`src/rtl/uart_hostif_pkg.sv`:
```
package uart_hostif_pkg;

    localparam int ADDR_W     = 6;
    localparam int BYTE_W     = 8;
    localparam int RXSEL_BIT  = 6;

    typedef enum logic [ADDR_W-1:0] {
        OFS_MODE = 6'h00,
        OFS_STAT = 6'h04,
        OFS_CMD  = 6'h08,
        OFS_DATA = 6'h0C,
        OFS_AUX  = 6'h10,
        OFS_INT  = 6'h14,
        OFS_DIVH = 6'h18,
        OFS_DIVL = 6'h1C
    } reg_ofs_e;

    typedef enum logic [2:0] {
        MISC_NOP     = 3'd0,
        MISC_PTR_RST = 3'd1,
        MISC_RX_RST  = 3'd2,
        MISC_TX_RST  = 3'd3,
        MISC_ERR_RST = 3'd4,
        MISC_BRK_CLR = 3'd5,
        MISC_BRK_ON  = 3'd6,
        MISC_BRK_OFF = 3'd7
    } misc_e;

    typedef enum logic [1:0] {
        DIR_NOP  = 2'd0,
        DIR_ON   = 2'd1,
        DIR_OFF  = 2'd2,
        DIR_RSVD = 2'd3
    } dir_e;

    typedef struct packed {
        logic ptr_rst;
        logic rx_rst;
        logic tx_rst;
        logic brk_clr;
        logic tx_on;
        logic tx_off;
        logic rx_on;
        logic rx_off;
    } cmd_act_t;

    typedef struct packed {
        logic rx_brk;
        logic frame_err;
        logic par_err;
        logic ovr_err;
        logic tx_empty;
        logic tx_rdy;
        logic q_full;
        logic q_ready;
    } stat_t;

    typedef struct packed {
        logic [4:0] zero;
        logic       brk;
        logic       rx;
        logic       tx;
    } isr_t;

    function automatic cmd_act_t decode_cmd(input logic [6:0] b);
        cmd_act_t a;
        misc_e    m;
        dir_e     t;
        dir_e     r;
        m = misc_e'(b[6:4]);
        t = dir_e'(b[3:2]);
        r = dir_e'(b[1:0]);
        a         = '0;
        a.ptr_rst = (m == MISC_PTR_RST);
        a.rx_rst  = (m == MISC_RX_RST);
        a.tx_rst  = (m == MISC_TX_RST);
        a.brk_clr = (m == MISC_BRK_CLR);
        a.tx_on   = (t == DIR_ON);
        a.tx_off  = (t == DIR_OFF);
        a.rx_on   = (r == DIR_ON);
        a.rx_off  = (r == DIR_OFF);
        return a;
    endfunction

endpackage

```
`src/rtl/uhi_cmd_decode.sv`:
```
module uhi_cmd_decode
    import uart_hostif_pkg::*;
(
    input  logic              cmd_we,
    input  logic [BYTE_W-1:0] cmd_byte,
    output cmd_act_t          act
);
    logic unused_cmd_msb;
    assign unused_cmd_msb = cmd_byte[7];

    always_comb begin
        act = '0;
        if (cmd_we) begin
            act = decode_cmd(cmd_byte[6:0]);
        end
    end
endmodule

```
`src/rtl/uhi_mode_regs.sv`:
```
module uhi_mode_regs
    import uart_hostif_pkg::*;
#(
    parameter int NUM_MODE = 2,
    localparam int PTR_W = (NUM_MODE > 1) ? $clog2(NUM_MODE) : 1
) (
    input  logic              clk,
    input  logic              rst,
    input  logic              mode_we,
    input  logic [BYTE_W-1:0] wdata,
    input  logic              ptr_rst,
    output logic [PTR_W-1:0]  ptr,
    output logic [BYTE_W-1:0] sel_data,
    output logic [BYTE_W-1:0] first_mode
);
    localparam logic [PTR_W-1:0] LAST = PTR_W'(NUM_MODE - 1);

    logic [BYTE_W-1:0] regs_q [NUM_MODE];

    for (genvar g = 0; g < NUM_MODE; g++) begin : g_mode
        always_ff @(posedge clk) begin
            if (rst) begin
                regs_q[g] <= '0;
            end else if (mode_we && (ptr == PTR_W'(g))) begin
                regs_q[g] <= wdata;
            end
        end
    end

    always_ff @(posedge clk) begin
        if (rst || ptr_rst) begin
            ptr <= '0;
        end else if (mode_we && (ptr != LAST)) begin
            ptr <= ptr + 1'b1;
        end
    end

    assign sel_data   = regs_q[ptr];
    assign first_mode = regs_q[0];
endmodule

```
`src/rtl/uhi_tx_holder.sv`:
```
module uhi_tx_holder
    import uart_hostif_pkg::*;
(
    input  logic              clk,
    input  logic              rst,
    input  logic              data_we,
    input  logic [BYTE_W-1:0] wdata,
    input  logic              tx_rst,
    input  logic              tx_on,
    input  logic              tx_off,
    input  logic              tx_ready,
    output logic              tx_en,
    output logic              tx_empty,
    output logic              tx_valid,
    output logic [BYTE_W-1:0] tx_data
);
    logic accept;
    assign tx_valid = tx_en && !tx_empty;
    assign accept   = tx_valid && tx_ready;

    always_ff @(posedge clk) begin
        if (rst) begin
            tx_en <= 1'b0;
        end else if (tx_on) begin
            tx_en <= 1'b1;
        end else if (tx_off || tx_rst) begin
            tx_en <= 1'b0;
        end
    end

    always_ff @(posedge clk) begin
        if (rst) begin
            tx_empty <= 1'b1;
            tx_data  <= '0;
        end else if (data_we) begin
            tx_empty <= 1'b0;
            tx_data  <= wdata;
        end else if (tx_rst || accept) begin
            tx_empty <= 1'b1;
        end
    end
endmodule

```
`src/rtl/uhi_irq_ctrl.sv`:
```
module uhi_irq_ctrl
    import uart_hostif_pkg::*;
(
    input  logic              clk,
    input  logic              rst,
    input  logic              mask_we,
    input  logic [BYTE_W-1:0] wdata,
    input  logic              brk_evt,
    input  logic              brk_clr,
    input  logic              tx_rdy,
    input  logic              q_ready,
    input  logic              q_full,
    input  logic              rx_sel_full,
    output isr_t              isr,
    output logic [BYTE_W-1:0] imr,
    output logic              irq
);
    logic brk_q;

    always_ff @(posedge clk) begin
        if (rst) begin
            brk_q <= 1'b0;
        end else if (brk_evt) begin
            brk_q <= 1'b1;
        end else if (brk_clr) begin
            brk_q <= 1'b0;
        end
    end

    always_ff @(posedge clk) begin
        if (rst) begin
            imr <= '0;
        end else if (mask_we) begin
            imr <= wdata;
        end
    end

    always_comb begin
        isr      = '0;
        isr.tx   = tx_rdy;
        isr.rx   = rx_sel_full ? q_full : q_ready;
        isr.brk  = brk_q;
    end

    assign irq = |(isr & imr);
endmodule

```
`src/rtl/uart_hostif.sv`:
```
module uart_hostif
    import uart_hostif_pkg::*;
#(
    parameter int RXQ_DEPTH = 4,
    parameter int NUM_MODE = 2,
    parameter logic [7:0] DIV_UPPER = 8'h00,
    parameter logic [7:0] DIV_LOWER = 8'h00,
    localparam int LVL_W = $clog2(RXQ_DEPTH + 1)
) (
    input  logic             clk,
    input  logic             rst,
    input  logic [5:0]       bus_addr,
    input  logic             bus_wr,
    input  logic             bus_rd,
    input  logic [7:0]       bus_wdata,
    output logic [7:0]       bus_rdata,
    output logic [7:0]       tx_data,
    output logic             tx_valid,
    input  logic             tx_ready,
    input  logic [7:0]       rxq_data,
    input  logic [LVL_W-1:0] rxq_level,
    output logic             rxq_pop,
    output logic             rxq_flush,
    output logic             rx_en,
    input  logic             rx_break_evt,
    output logic             irq
);
    localparam int PTR_W = (NUM_MODE > 1) ? $clog2(NUM_MODE) : 1;

    logic              we_mode, we_cmd, we_data, we_mask, rd_data;
    cmd_act_t          act;
    logic [PTR_W-1:0]  mode_ptr;
    logic [BYTE_W-1:0] mode_sel, mode_first;
    logic              tx_en, tx_empty;
    logic              q_ready, q_full;
    isr_t              isr;
    logic [BYTE_W-1:0] imr_q;
    stat_t             stat;

    assign we_mode = bus_wr && (bus_addr == OFS_MODE);
    assign we_cmd  = bus_wr && (bus_addr == OFS_CMD);
    assign we_data = bus_wr && (bus_addr == OFS_DATA);
    assign we_mask = bus_wr && (bus_addr == OFS_INT);
    assign rd_data = bus_rd && (bus_addr == OFS_DATA);

    assign q_ready = (rxq_level != '0);
    assign q_full  = (rxq_level >= LVL_W'(RXQ_DEPTH));

    uhi_cmd_decode u_dec (
        .cmd_we   (we_cmd),
        .cmd_byte (bus_wdata),
        .act      (act)
    );

    uhi_mode_regs #(.NUM_MODE(NUM_MODE)) u_mode (
        .clk        (clk),
        .rst        (rst),
        .mode_we    (we_mode),
        .wdata      (bus_wdata),
        .ptr_rst    (act.ptr_rst),
        .ptr        (mode_ptr),
        .sel_data   (mode_sel),
        .first_mode (mode_first)
    );

    uhi_tx_holder u_tx (
        .clk      (clk),
        .rst      (rst),
        .data_we  (we_data),
        .wdata    (bus_wdata),
        .tx_rst   (act.tx_rst),
        .tx_on    (act.tx_on),
        .tx_off   (act.tx_off),
        .tx_ready (tx_ready),
        .tx_en    (tx_en),
        .tx_empty (tx_empty),
        .tx_valid (tx_valid),
        .tx_data  (tx_data)
    );

    uhi_irq_ctrl u_irq (
        .clk         (clk),
        .rst         (rst),
        .mask_we     (we_mask),
        .wdata       (bus_wdata),
        .brk_evt     (rx_break_evt),
        .brk_clr     (act.brk_clr),
        .tx_rdy      (tx_en),
        .q_ready     (q_ready),
        .q_full      (q_full),
        .rx_sel_full (mode_first[RXSEL_BIT]),
        .isr         (isr),
        .imr         (imr_q),
        .irq         (irq)
    );

    // Receiver enable: misc reset applies first, then the receiver field.
    always_ff @(posedge clk) begin
        if (rst) begin
            rx_en <= 1'b0;
        end else if (act.rx_on) begin
            rx_en <= 1'b1;
        end else if (act.rx_off || act.rx_rst) begin
            rx_en <= 1'b0;
        end
    end

    assign rxq_flush = act.rx_rst;
    assign rxq_pop   = rd_data && q_ready;

    always_comb begin
        stat          = '0;
        stat.q_ready  = q_ready;
        stat.q_full   = q_full;
        stat.tx_rdy   = tx_en;
        stat.tx_empty = tx_empty;
    end

    always_comb begin
        bus_rdata = '0;
        if (bus_rd) begin
            case (bus_addr)
                OFS_MODE: bus_rdata = mode_sel;
                OFS_STAT: bus_rdata = stat;
                OFS_DATA: bus_rdata = q_ready ? rxq_data : 8'h00;
                OFS_INT:  bus_rdata = isr;
                OFS_DIVH: bus_rdata = DIV_UPPER;
                OFS_DIVL: bus_rdata = DIV_LOWER;
                default:  bus_rdata = '0;
            endcase
        end
    end
endmodule

```
`config.mk`:
```
export PLATFORM = sky130hd
export DESIGN_NAME = uart_hostif
export DESIGN_NICKNAME = d
export VERILOG_FILES = /design/src/rtl/uart_hostif_pkg.sv /design/src/rtl/uhi_cmd_decode.sv /design/src/rtl/uhi_mode_regs.sv /design/src/rtl/uhi_tx_holder.sv /design/src/rtl/uhi_irq_ctrl.sv /design/src/rtl/uart_hostif.sv
export SDC_FILE = /design/constraint.sdc
export NUM_CORES = 1
export LEC_CHECK = 0
export ABC_AREA = 1
export BUFFER_PORTS_ARGS = -buffer_cell sky130_fd_sc_hd__buf_4
export CAP_MARGIN = 25
export CORE_AREA = 2 2 63 65
export CTS_CLUSTER_DIAMETER = 30
export DETAILED_ROUTE_END_ITERATION = 10
export DIE_AREA = 0 0 65 67
export GPL_TIMING_DRIVEN = 0
export PLACE_DENSITY = 0.77
export SLEW_MARGIN = 20
export SYNTH_ARGS = -nofsm -noshare
export SYNTH_HDL_FRONTEND = slang
export SYNTH_SLANG_ARGS = --single-unit
```
`constraint.sdc`:
```
create_clock -name clk -period 1.33 [get_ports clk]
set_input_delay 0.133 -clock clk [delete_from_list [all_inputs] [get_ports clk]]
set_output_delay 0.133 -clock clk [all_outputs]
set_load 0.02 [all_outputs]
```
# Word level (Yosys, flattened, before mapping)
# Memory sizes are Yosys's and may differ from the RTL's. A register that Yosys moved wholly into a read port is not among the register bits.
# Index checks and enable logic that the tools add are counted.
# W data, S select, Z words.
dict set report totals {
  regBits 21
  mem_bits_rw 16
  input_bits 31
  out_inout_bits 21
  word_cells 73
  mem_count 1
}
dict set report classes {
  add_sub_neg 1
  magnitude_cmp 1
  eq_ne 12
  n_mux 25
  n_bitwise 4
  reduce_logical 22
}
# memory words word_bits rd rd_ports_with_merged_regs wr line
set memory_table {}
lappend memory_table {u_mode.regs_q 2 8 2 1 2 uhi_mode_regs.sv:18} ;# logic [BYTE_W-1:0] regs_q [NUM_MODE];
# cell n
set op_table {}
lappend op_table {{$mux W8} 5}
lappend op_table {{$pmux W8 S4} 1}
lappend op_table {{$mux W1} 19}
lappend op_table {{$eq A6 B4 Y1 const B} 2}
lappend op_table {{$logic_and A1 B1 Y1} 10}
lappend op_table {{$and A3 B8 Y8} 1}
lappend op_table {{$reduce_bool A2 Y1} 4}
lappend op_table {{$reduce_or A8 Y1} 1}
lappend op_table {{$eq A3 B2 Y1 const B} 2}
lappend op_table {{$eq A6 B3 Y1 const B} 1}
lappend op_table {{$eq A6 B5 Y1 const B} 1}
lappend op_table {{$logic_not A6 Y1} 1}
lappend op_table {{$eq A2 B1 Y1 const B} 2}
lappend op_table {{$eq A2 B2 Y1 const B} 2}
lappend op_table {{$logic_or A1 B1 Y1} 4}
lappend op_table {{$eq A3 B1 Y1 const B} 1}
lappend op_table {{$eq A3 B3 Y1 const B} 1}
lappend op_table {{$ge A3 B3 Y1 const B} 1}
lappend op_table {{$reduce_bool A3 Y1} 1}
lappend op_table {{$or A1 B1 Y1} 2}
lappend op_table {{$add A1 B1 Y1 const B} 1}
lappend op_table {{$logic_not A1 Y1} 1}
lappend op_table {{$not A1 Y1} 1}

# Logic depth before layout (Yosys ltp)
# Gate-level depths: netlist of the first run.
dict set report depth {
  depth_word 7
  ltp_mapped 8
  mapped_depth_nobuf 7
}

# By module
# Synthesis of the first run repeated with hierarchy kept, for this count alone.
dict set report hier_totals {
  hier_cells 303
  hier_area_um2 2208.4
}
# module n_inst cells_each area_each_um2 seq_area_each_um2
set by_module_without_submodules {}
lappend by_module_without_submodules {uhi_mode_regs 1 77 793.3 520.5}
lappend by_module_without_submodules {uart_hostif 1 99 529.3 20.0}
lappend by_module_without_submodules {uhi_irq_ctrl 1 59 452.9 180.2}
lappend by_module_without_submodules {uhi_tx_holder 1 48 355.3 200.2}
lappend by_module_without_submodules {uhi_cmd_decode 1 20 77.6 0.0}

# Worst setup path before layout of the first run
# OpenSTA, ideal clock, no wires.
dict set report synth_path {
  kind {flip-flop to output port}
  start {register (tool-made name)}
  end {output port bus_rdata[0]}
  arrival_time_ps 1100
  t_required_ps 1197
  setup_slack_ps 97
  path_stages_with_launch 9
  path_buffers 1
  cell_sequence {dfxtp_1 buf_2 inv_1 nand2_1 nand2_1 nand2_1 nand2_1 nor2_1 nor2_1}
}
# item line
set synth_rtl {}
lappend synth_rtl {{end, declared} uart_hostif.sv:16} ;# output logic [7:0] bus_rdata,

==> results.cfg, run 1 <==
[synthesis]
yosys.area.top_type = edfxtp_1
synth_area_leaders = edfxtp_1, dfxtp_1, nor2_1
syn_inst = 259
synth_flop_cell = dfxtp_1
synth_top_family_by_area = simple AND/OR/NAND/NOR gates
synth_nets = 290
synth_cell_types = 22
synth_xor_area_frac = 0
ys_seq_elements = 33
synth-compound-area-share = 0.0737
syn_area_mm2 = 0.00183
synth-seq-area-share = 0.448
synthSimpleGateAreaFrac = 0.412
yosys_warnings = 0
async_flop_share = 0
synth_fa_ha_area_frac = 0
synth_top_area_frac = 0.262
synthMuxAreaShare = 0
synth-edff-count = 16
syn_area_per_cell_um2 = 7.08

[layout]
final_common_cell = nor2_1
drive_above_1_share = 0.280
final_area_mm2 = 0.00243
n_antenna_cell = 0
utilization = 0.675
fin_cells = 369
final_cell_mix = nor2_1, nand2_1, buf_4
layout.nets = 351
areaGrowthSynthToFinish_pct = 32.7

[power]
p_clk_frac = 0.355
ir_drop_mv = 0.785
netSwitchingFraction = 0.254
p_seq_frac = 0.527
p_total_mw = 2.08
intPower_mw = 1.55
combPwrFrac = 0.117
p_leak_nw = 1.17
powerDensity_mw_per_mm2 = 854
p_switching_mw = 0.527

[timing]
fin_crit_ps = 1450
fmax_ghz = 0.691
hold-worst-slack_ps = 87.9
post-route-period-util = 1.09
finalClockSkew_ps = 5.63
rsz0062_at_grt = true
setup_ws_ps = -116
slew_violations = 0
setup_viol = 9
hold_viol_final = 0
slew_headroom = 0.732
tightest_slew_ps = 402
setup_tns_ps = -758

[cts]
cts_tree = yes
htree_levels = 2
clock_latency_ps = 290
cts_buffers = 5
path_clk_slew_ps = 70
clock_tree.root_cell = clkbuf_8
cts_max_path_buffers = 2
numClockSinks = 33

[grt]
grtUsageTotal = 0.206
antenna_found_initial = 0
gr-total-overflow = 0
grt_pass1_vias = 1584
grt_max_degree = 12
grt_pass1_wl_mm = 6.78

[setup_path]
crit_arrival_ps = 1310
crit_end = bus_rdata[1]
end_kind = primary output
r2r_cells = 3
cp-start-kind = flop
reg2reg_setup_slack_ps = 280
path_class = flop to primary output
cp_data_required_time_ps = 1200
critPathMaxFanout = 8
r2r-end = u_mode.regs_q[0][0]$_SDFFCE_PN0P_
reg2reg_from = u_mode.ptr$_SDFFE_PP0P_

[place]
detailed_place_hpwl_mm = 3.11
place_congestion = 0.834
postPlaceCellArea_mm2 = 0.00228
portBuffers = 51
place_ws_ps = -209
dp.cells = 358

[drt]
drc = 0
drtIter0Drc = 49
first_pass_iters = 4
vias = 1754
antenna_left = 0
via_per_inst = 4.75
wl_per_cell_um = 11.3
drt-total-wl_mm = 4.17

[floorplan]
boundaryPins = 52
die_w_um = 65
coreArea_mm2 = 0.00361
dieArea_mm2 = 0.00436
initial_utilization = 0.508
rows = 22
fp.dieH_um = 67

[run_status]
violations = negative setup slack
status = finished with violations

[hold_path]
worstHoldPathType = primary input to flop

[job]
maxCapViolCount = 0
-- worst min path at each step --
| stage | from | cells after the start | to |
|---|---|---|---|
| floorplan | rst | 1 | u_irq.brk_q$_SDFFE_PP0P_ |
| finish | rx_break_evt | 3 | u_irq.brk_q$_SDFFE_PP0P_ |
| global route | rx_break_evt | 3 | u_irq.brk_q$_SDFFE_PP0P_ |
| detailed placement | rst | 2 | u_irq.brk_q$_SDFFE_PP0P_ |
| CTS | rx_break_evt | 3 | u_irq.brk_q$_SDFFE_PP0P_ |
| global placement | rst | 2 | u_irq.brk_q$_SDFFE_PP0P_ |
-- routing by layer --
metal	share of wire	vias to the layer above	global-route usage	wire length, um
met5	0	-	0	0
met4	0.017	0	0.101	71
met3	0.057	6	0.0439	239
met2	0.48	51	0.365	2000
met1	0.45	757	0.236	1860
li1	-	940	-	-
-- synthesized netlist by cell type (2+ instances only) --
cell type,number
inv_2,2
nand4_1,2
nor2_1,69
edfxtp_1,16
a21oi_1,13
inv_1,25
dfxtp_1,17
nand3_1,15
nand2_4,3
nand2_1,68
nor2_2,3
o21ai_0,11
nor2_4,3
nand3_2,4
-- power by group through the flow --
stage | logic (mW) | clock network [mW] | registers (mW)
floorplan | 0.114 | 0 | 1.12
global placement | 0.231 | 0 | 1.12
detailed placement | 0.234 | 0 | 1.12
CTS | 0.242 | 0.749 | 1.09
global route | 0.271 | 0.792 | 1.10
finish | 0.244 | 0.738 | 1.10
-- registers in the layout, indices dropped and copies added, names as in the netlist, named ones only --
| register | flops |
|---|---|
| u_tx.tx_empty | 1 |
| u_irq.imr | 3 |
| u_mode.regs_q | 16 |
| u_mode.ptr | 1 |
| u_tx.tx_data | 8 |
| rx_en | 1 |
| u_tx.tx_en | 1 |
| u_irq.brk_q | 1 |
-- worst max-delay path, cell delays in order (launching register included) --
cell,delay [ps]
dfxtp_2,340
buf_6,130
inv_8,70
nand2_1,50
nand2_1,60
nand2_1,60
nand2_1,70
nor2_1,40
nor2_1,80
buf_4,140
-- area by class of cell --
| type | count | area (um^2) |
|---|---|---|
| clock inverters | 3 | 17.5 |
| clock buffers | 5 | 68.8 |
| flip-flops and latches | 33 | 822 |
| multi-input cells | 195 | 915 |
| fillers | 346 | 1170 |
| well taps | 48 | 60.1 |
| inverters | 29 | 121 |
| plain buffers | 2 | 15.0 |
| repair buffers | 54 | 413 |
-- kinds of logic (layout without fill, tap and decap cells) --
kind of cell           count (synthesis)  in the layout
AND/OR/NAND/NOR                      169            169
buffers and inverters                 31             93
flip-flops                            33             33
AO/OA/AOI/OAI                         26             26
-- repair_timing --
item | CTS | global route
setup endpoints to repair | 9 | 14
gates cloned | 1 | 0
gates resized for setup | 12 | 5
hold buffers | 1 | 0
hold endpoints to repair | 1 | 0
pin swaps | 11 | 7
setup buffers | 1 | 0
No activity file was read; power rests on OpenSTA's default activity.
==> run 2: changes to the inputs <==
--- a/config.mk
+++ b/config.mk
@@ -7,7 +7,7 @@
 export LEC_CHECK = 0
 export ABC_AREA = 1
 export BUFFER_PORTS_ARGS = -buffer_cell sky130_fd_sc_hd__buf_4
-export CAP_MARGIN = 25
+export CAP_MARGIN = 20
 export CORE_AREA = 2 2 63 65
 export CTS_CLUSTER_DIAMETER = 30
 export DETAILED_ROUTE_END_ITERATION = 10
==> constraint.sdc (replaced) <==
create_clock -name clk -period 1.4 [get_ports clk]
set_input_delay 0.14 -clock clk [delete_from_list [all_inputs] [get_ports clk]]
set_output_delay 0.14 -clock clk [all_outputs]
set_load 0.02 [all_outputs]
==> results.cfg, run 2 (synthesized netlist as in run 1, its figures left out) <==
[run_status]
status = finished with violations
violations = negative setup slack

[setup_path]
crit_top_cell = nand2_1
path_class = flop to primary output
reg2reg_setup_slack_ps = 240
critPathMaxFanout = 8
cp-start-kind = flop
cp_data_required_time_ps = 1260
cp_cell_sequence = buf_6 > inv_8 > nand2_1 > nand2_1 > nand2_1 > nand2_1 > nor2_1 > nor2_1 > buf_4
slowest_delay_ps = 340
cpMaxStageDelayCell = dfxtp_2
crit_arrival_ps = 1320
end_kind = primary output

[floorplan]
die_w_um = 65
coreArea_mm2 = 0.00361
fp.dieH_um = 67
initial_utilization = 0.508
boundaryPins = 52
dieArea_mm2 = 0.00436
rows = 22

[place]
dp.cells = 358
place_congestion = 0.834
portBuffers = 51
detailed_place_hpwl_mm = 3.11

[timing]
setup_ws_ps = -55.6
setup_viol = 9
hold_viol_final = 0
rsz0062_at_grt = true
fmax_ghz = 0.687
fin_crit_ps = 1460
slew_violations = 0
post-route-period-util = 1.04
finalClockSkew_ps = 5.54
hold-worst-slack_ps = 9.24
tightest_slew_ps = 376
slew_headroom = 0.749

[drt]
drc = 0
via_per_inst = 4.77
antenna_left = 0
drtIter0Drc = 56
first_pass_iters = 4
drt-total-wl_mm = 4.14
wl_per_cell_um = 11.3
vias = 1754

[power]
p_total_mw = 1.97
p_leak_nw = 1.17
ir_drop_mv = 0.745
powerDensity_mw_per_mm2 = 816

[layout]
top_register = u_mode.regs_q
final_common_cell = nor2_1
drive_above_1_share = 0.278
fillerInstances = 351
utilization = 0.670
areaGrowthSynthToFinish_pct = 31.8
layout.nets = 350
final_cell_mix = nor2_1, nand2_1, buf_4
fin_cells = 368
top_regs = u_mode.regs_q x16, u_tx.tx_data x8, u_irq.imr x3
largest_reg_flops = 16
n_antenna_cell = 0

[cts]
cts_max_path_buffers = 2
ctsHoldBuffers = 0
clock_tree.root_cell = clkbuf_8
clock_latency_ps = 290
numClockSinks = 33
cts_buffers = 5
cts_tree = yes
path_clk_slew_ps = 70
htree_levels = 2

[grt]
grt_pass1_vias = 1577
grt_max_degree = 12
grtUsageTotal = 0.206
gr-total-overflow = 0
grt_pass1_wl_mm = 6.75
antenna_found_initial = 0

[hold_path]
worstHoldPathType = primary input to flop

[job]
maxCapViolCount = 0
==> run 2: cell types whose count changed in the layout (fill, tap and decap cells not counted), sizes merged <==
cell,change
dlygate4sd3,-1
==> run 2: worst max-delay path: cells and delay by family (launching register included) <==
family / cells / cell delay (ps)
flip-flops: 1 / 340
buffers and inverters: 3 / 340
AND/OR/NAND/NOR: 6 / 360
==> run 2: power breakdown <==
part	total [mW]	internal (mW)	switching, mW
Combinational	0.228	0.0973	0.131
Sequential	1.04	1.03	0.0101
Clock	0.702	0.342	0.360
Total	1.97	1.47	0.500
==> run 2: cell type report <==
class	instances	area (um^2)	share of cell area
timing repair buffer	53	399	0.165
sequential	33	822	0.340
buffer	2	15.0	0.00621
inverter	29	121	0.0502
clock inverter	3	17.5	0.00725
tap	48	60.1	0.0249
multi-input combinational	195	912	0.378
clock buffer	5	68.8	0.0285
==> run 2: final timing paths <==
| check | from | cells after the start | endpoint |
|---|---|---|---|
| max | flop | 9 | bus_rdata[1] |
| min | rst | 2 | u_irq.brk_q$_SDFFE_PP0P_ |
| max reg2reg | u_mode.ptr$_SDFFE_PP0P_ | 3 | u_mode.regs_q[0][6]$_SDFFCE_PN0P_ |
| min reg2reg | rx_en$_SDFFE_PP0P_ | 2 | rx_en$_SDFFE_PP0P_ |
==> run 2: stage by stage <==
stage	cell area [um^2]	TNS (ps)	setup WS [ps]
2_1_floorplan	1830	0	160
3_3_place_gp	2280	-1610	-126
3_5_place_dp	2280	-2020	-146
4_1_cts	2400	-310	-53.6
5_1_grt	2420	-1070	-148
6_report	2420	-212	-55.6
==> run 2: per-layer routing <==
metal	GRT usage	routed length, um	vias to the layer above
met5	0	0	-
met4	0.101	71	0
met3	0.0439	231	6
met2	0.362	1990	49
met1	0.236	1840	761
li1	-	-	938
==> run 2: timing repair <==
action | CTS | global route
pin swaps | 11 | 7
resized for setup | 11 | 4
buffers inserted | 1 | 0
cloned | 1 | 0
endpoints found under the setup margin | 8 | 9
==> run 3: changes to the inputs <==
--- a/config.mk
+++ b/config.mk
@@ -13,6 +13,7 @@
 export DETAILED_ROUTE_END_ITERATION = 10
 export DIE_AREA = 0 0 65 67
 export GPL_TIMING_DRIVEN = 0
+export HOLD_SLACK_MARGIN = 0.06
 export PLACE_DENSITY = 0.77
 export SLEW_MARGIN = 20
 export SYNTH_ARGS = -nofsm -noshare
==> results.cfg, run 3 (synthesized netlist as in run 1, its figures left out) <==
[timing]
hold_viol_final = 0
fmax_ghz = 0.688
setup_viol = 9
slew_violations = 0
slew_headroom = 0.749
setup_ws_ps = -53.2
rsz0062_at_grt = true
fin_crit_ps = 1450
post-route-period-util = 1.04
finalClockSkew_ps = 5.73
tightest_slew_ps = 376

[drt]
via_per_inst = 4.77
wl_per_cell_um = 11.3
drtIter0Drc = 54
antenna_left = 0
drt-total-wl_mm = 4.17
first_pass_iters = 4
drc = 0
vias = 1760

[place]
detailed_place_hpwl_mm = 3.11
portBuffers = 51
postPlaceCellArea_mm2 = 0.00228
place_congestion = 0.834

[floorplan]
fp.dieH_um = 67
die_w_um = 65
initial_utilization = 0.508
rows = 22
coreArea_mm2 = 0.00361
boundaryPins = 52
dieArea_mm2 = 0.00436

[setup_path]
r2r_cells = 3
cp.depth = 9
cp_cell_sequence = buf_6 > inv_8 > nand2_1 > nand2_1 > nand2_1 > nand2_1 > nor2_1 > nor2_1 > buf_4
end_kind = primary output
crit_arrival_ps = 1310
cp-start-kind = flop
crit_top_cell = nand2_1
path_class = flop to primary output
reg2reg_from = u_mode.ptr$_SDFFE_PP0P_
cp_top_family = simple AND/OR/NAND/NOR gates
critPathMaxFanout = 8
cp_data_required_time_ps = 1260
slowest_delay_ps = 340
reg2reg_setup_slack_ps = 240
r2r-end = u_mode.regs_q[0][6]$_SDFFCE_PN0P_
cpMaxStageDelayCell = dfxtp_2
cp_num_buf_inv = 3
crit_end = bus_rdata[1]

[power]
powerDensity_mw_per_mm2 = 813
ir_drop_mv = 0.744
p_leak_nw = 1.17

[cts]
cts_tree = yes
cts_buffers = 5
numClockSinks = 33
clock_tree.root_cell = clkbuf_8
clock_latency_ps = 290
cts_max_path_buffers = 2
path_clk_slew_ps = 70
htree_levels = 2

[grt]
grt_pass1_vias = 1585
grt_pass1_wl_mm = 6.78
grtUsageTotal = 0.206
antenna_found_initial = 0
grtUsageMet3 = 0.0439
gr-max-usage-layer = met2
use_met1 = 0.236
gr-total-overflow = 0
grt_max_degree = 12
met2_usage = 0.365

[layout]
final_area_mm2 = 0.00243
top_register = u_mode.regs_q
largest_reg_flops = 16
layout.nets = 351
final_cell_mix = nor2_1, nand2_1, buf_4
fillerInstances = 350
top_regs = u_mode.regs_q x16, u_tx.tx_data x8, u_irq.imr x3
n_antenna_cell = 0
drive_above_1_share = 0.277
areaGrowthSynthToFinish_pct = 32.4
utilization = 0.673
final_common_cell = nor2_1

[run_status]
violations = negative setup slack
status = finished with violations

[hold_path]
whs_path_depth = 3
worstHoldPathType = primary input to flop

[job]
maxCapViolCount = 0
run 3: changes by cell type in the layout (fill, tap and decap cells not counted), sizes merged:
cell | before | now
dlygate4sd3 | 0 | 1
run 3: report_power, final:
group | internal [mW] | switching [mW]
registers | 1.03 | 0.0101
logic | 0.0992 | 0.131
clock network | 0.342 | 0.359
run 3: worst min-delay path by stage:
| stage | start | endpoint | slack (ps) |
|---|---|---|---|
| 2_1_floorplan | rst | u_irq.brk_q$_SDFFE_PP0P_ | 210 |
| 3_3_place_gp | rst | u_irq.brk_q$_SDFFE_PP0P_ | 310 |
| 3_5_place_dp | rst | u_irq.brk_q$_SDFFE_PP0P_ | 310 |
| 4_1_cts | rx_break_evt | u_irq.brk_q$_SDFFE_PP0P_ | 90 |
| 5_1_grt | rx_break_evt | u_irq.brk_q$_SDFFE_PP0P_ | 120 |
| 6_report | rx_break_evt | u_irq.brk_q$_SDFFE_PP0P_ | 100 |
run 3: worst reg2reg max path, stage by stage (launching register included):
cell	delay, ps
dfxtp_1	330
inv_1	120
nand2_1	100
nand2_1	280
run 3: cell type report:
type | instances | area, um^2 | area share
Multi-Input combinational cell | 195 | 912 | 0.376
Timing Repair Buffer | 54 | 409 | 0.169
Clock buffer | 5 | 68.8 | 0.0284
Clock inverter | 3 | 17.5 | 0.00722
Inverter | 29 | 121 | 0.0500
Buffer | 2 | 15.0 | 0.00619
Sequential cell | 33 | 822 | 0.339
Tap cell | 48 | 60.1 | 0.0248
run 3: per-layer routing:
metal	wire length, um	share of wire
met2	2000	0.48
met5	0	0
met3	251	0.060
met4	71	0.017
met1	1840	0.44
run 3: through the flow:
stage               hold slack [ps]  worst slack, ps  std cells  power [mW]  TNS, ps
floorplan                       209              160        259        1.17        0
global route                    118             -148        369        2.05    -1070
detailed placement              312             -146        358        1.28    -2020
global placement                309             -126        358        1.28    -1610
CTS                            86.0            -53.6        369        1.98     -310
finish                         95.3            -53.2        369        1.97     -193
run 3: repair_timing:
item / CTS / global route
setup buffers: 1 / 0
endpoints found under the hold margin: 1 / 0
hold buffers: 1 / 0
cloned: 1 / 0
setup endpoints to repair: 8 / 9
pin swaps: 11 / 7
gates resized for setup: 11 / 4
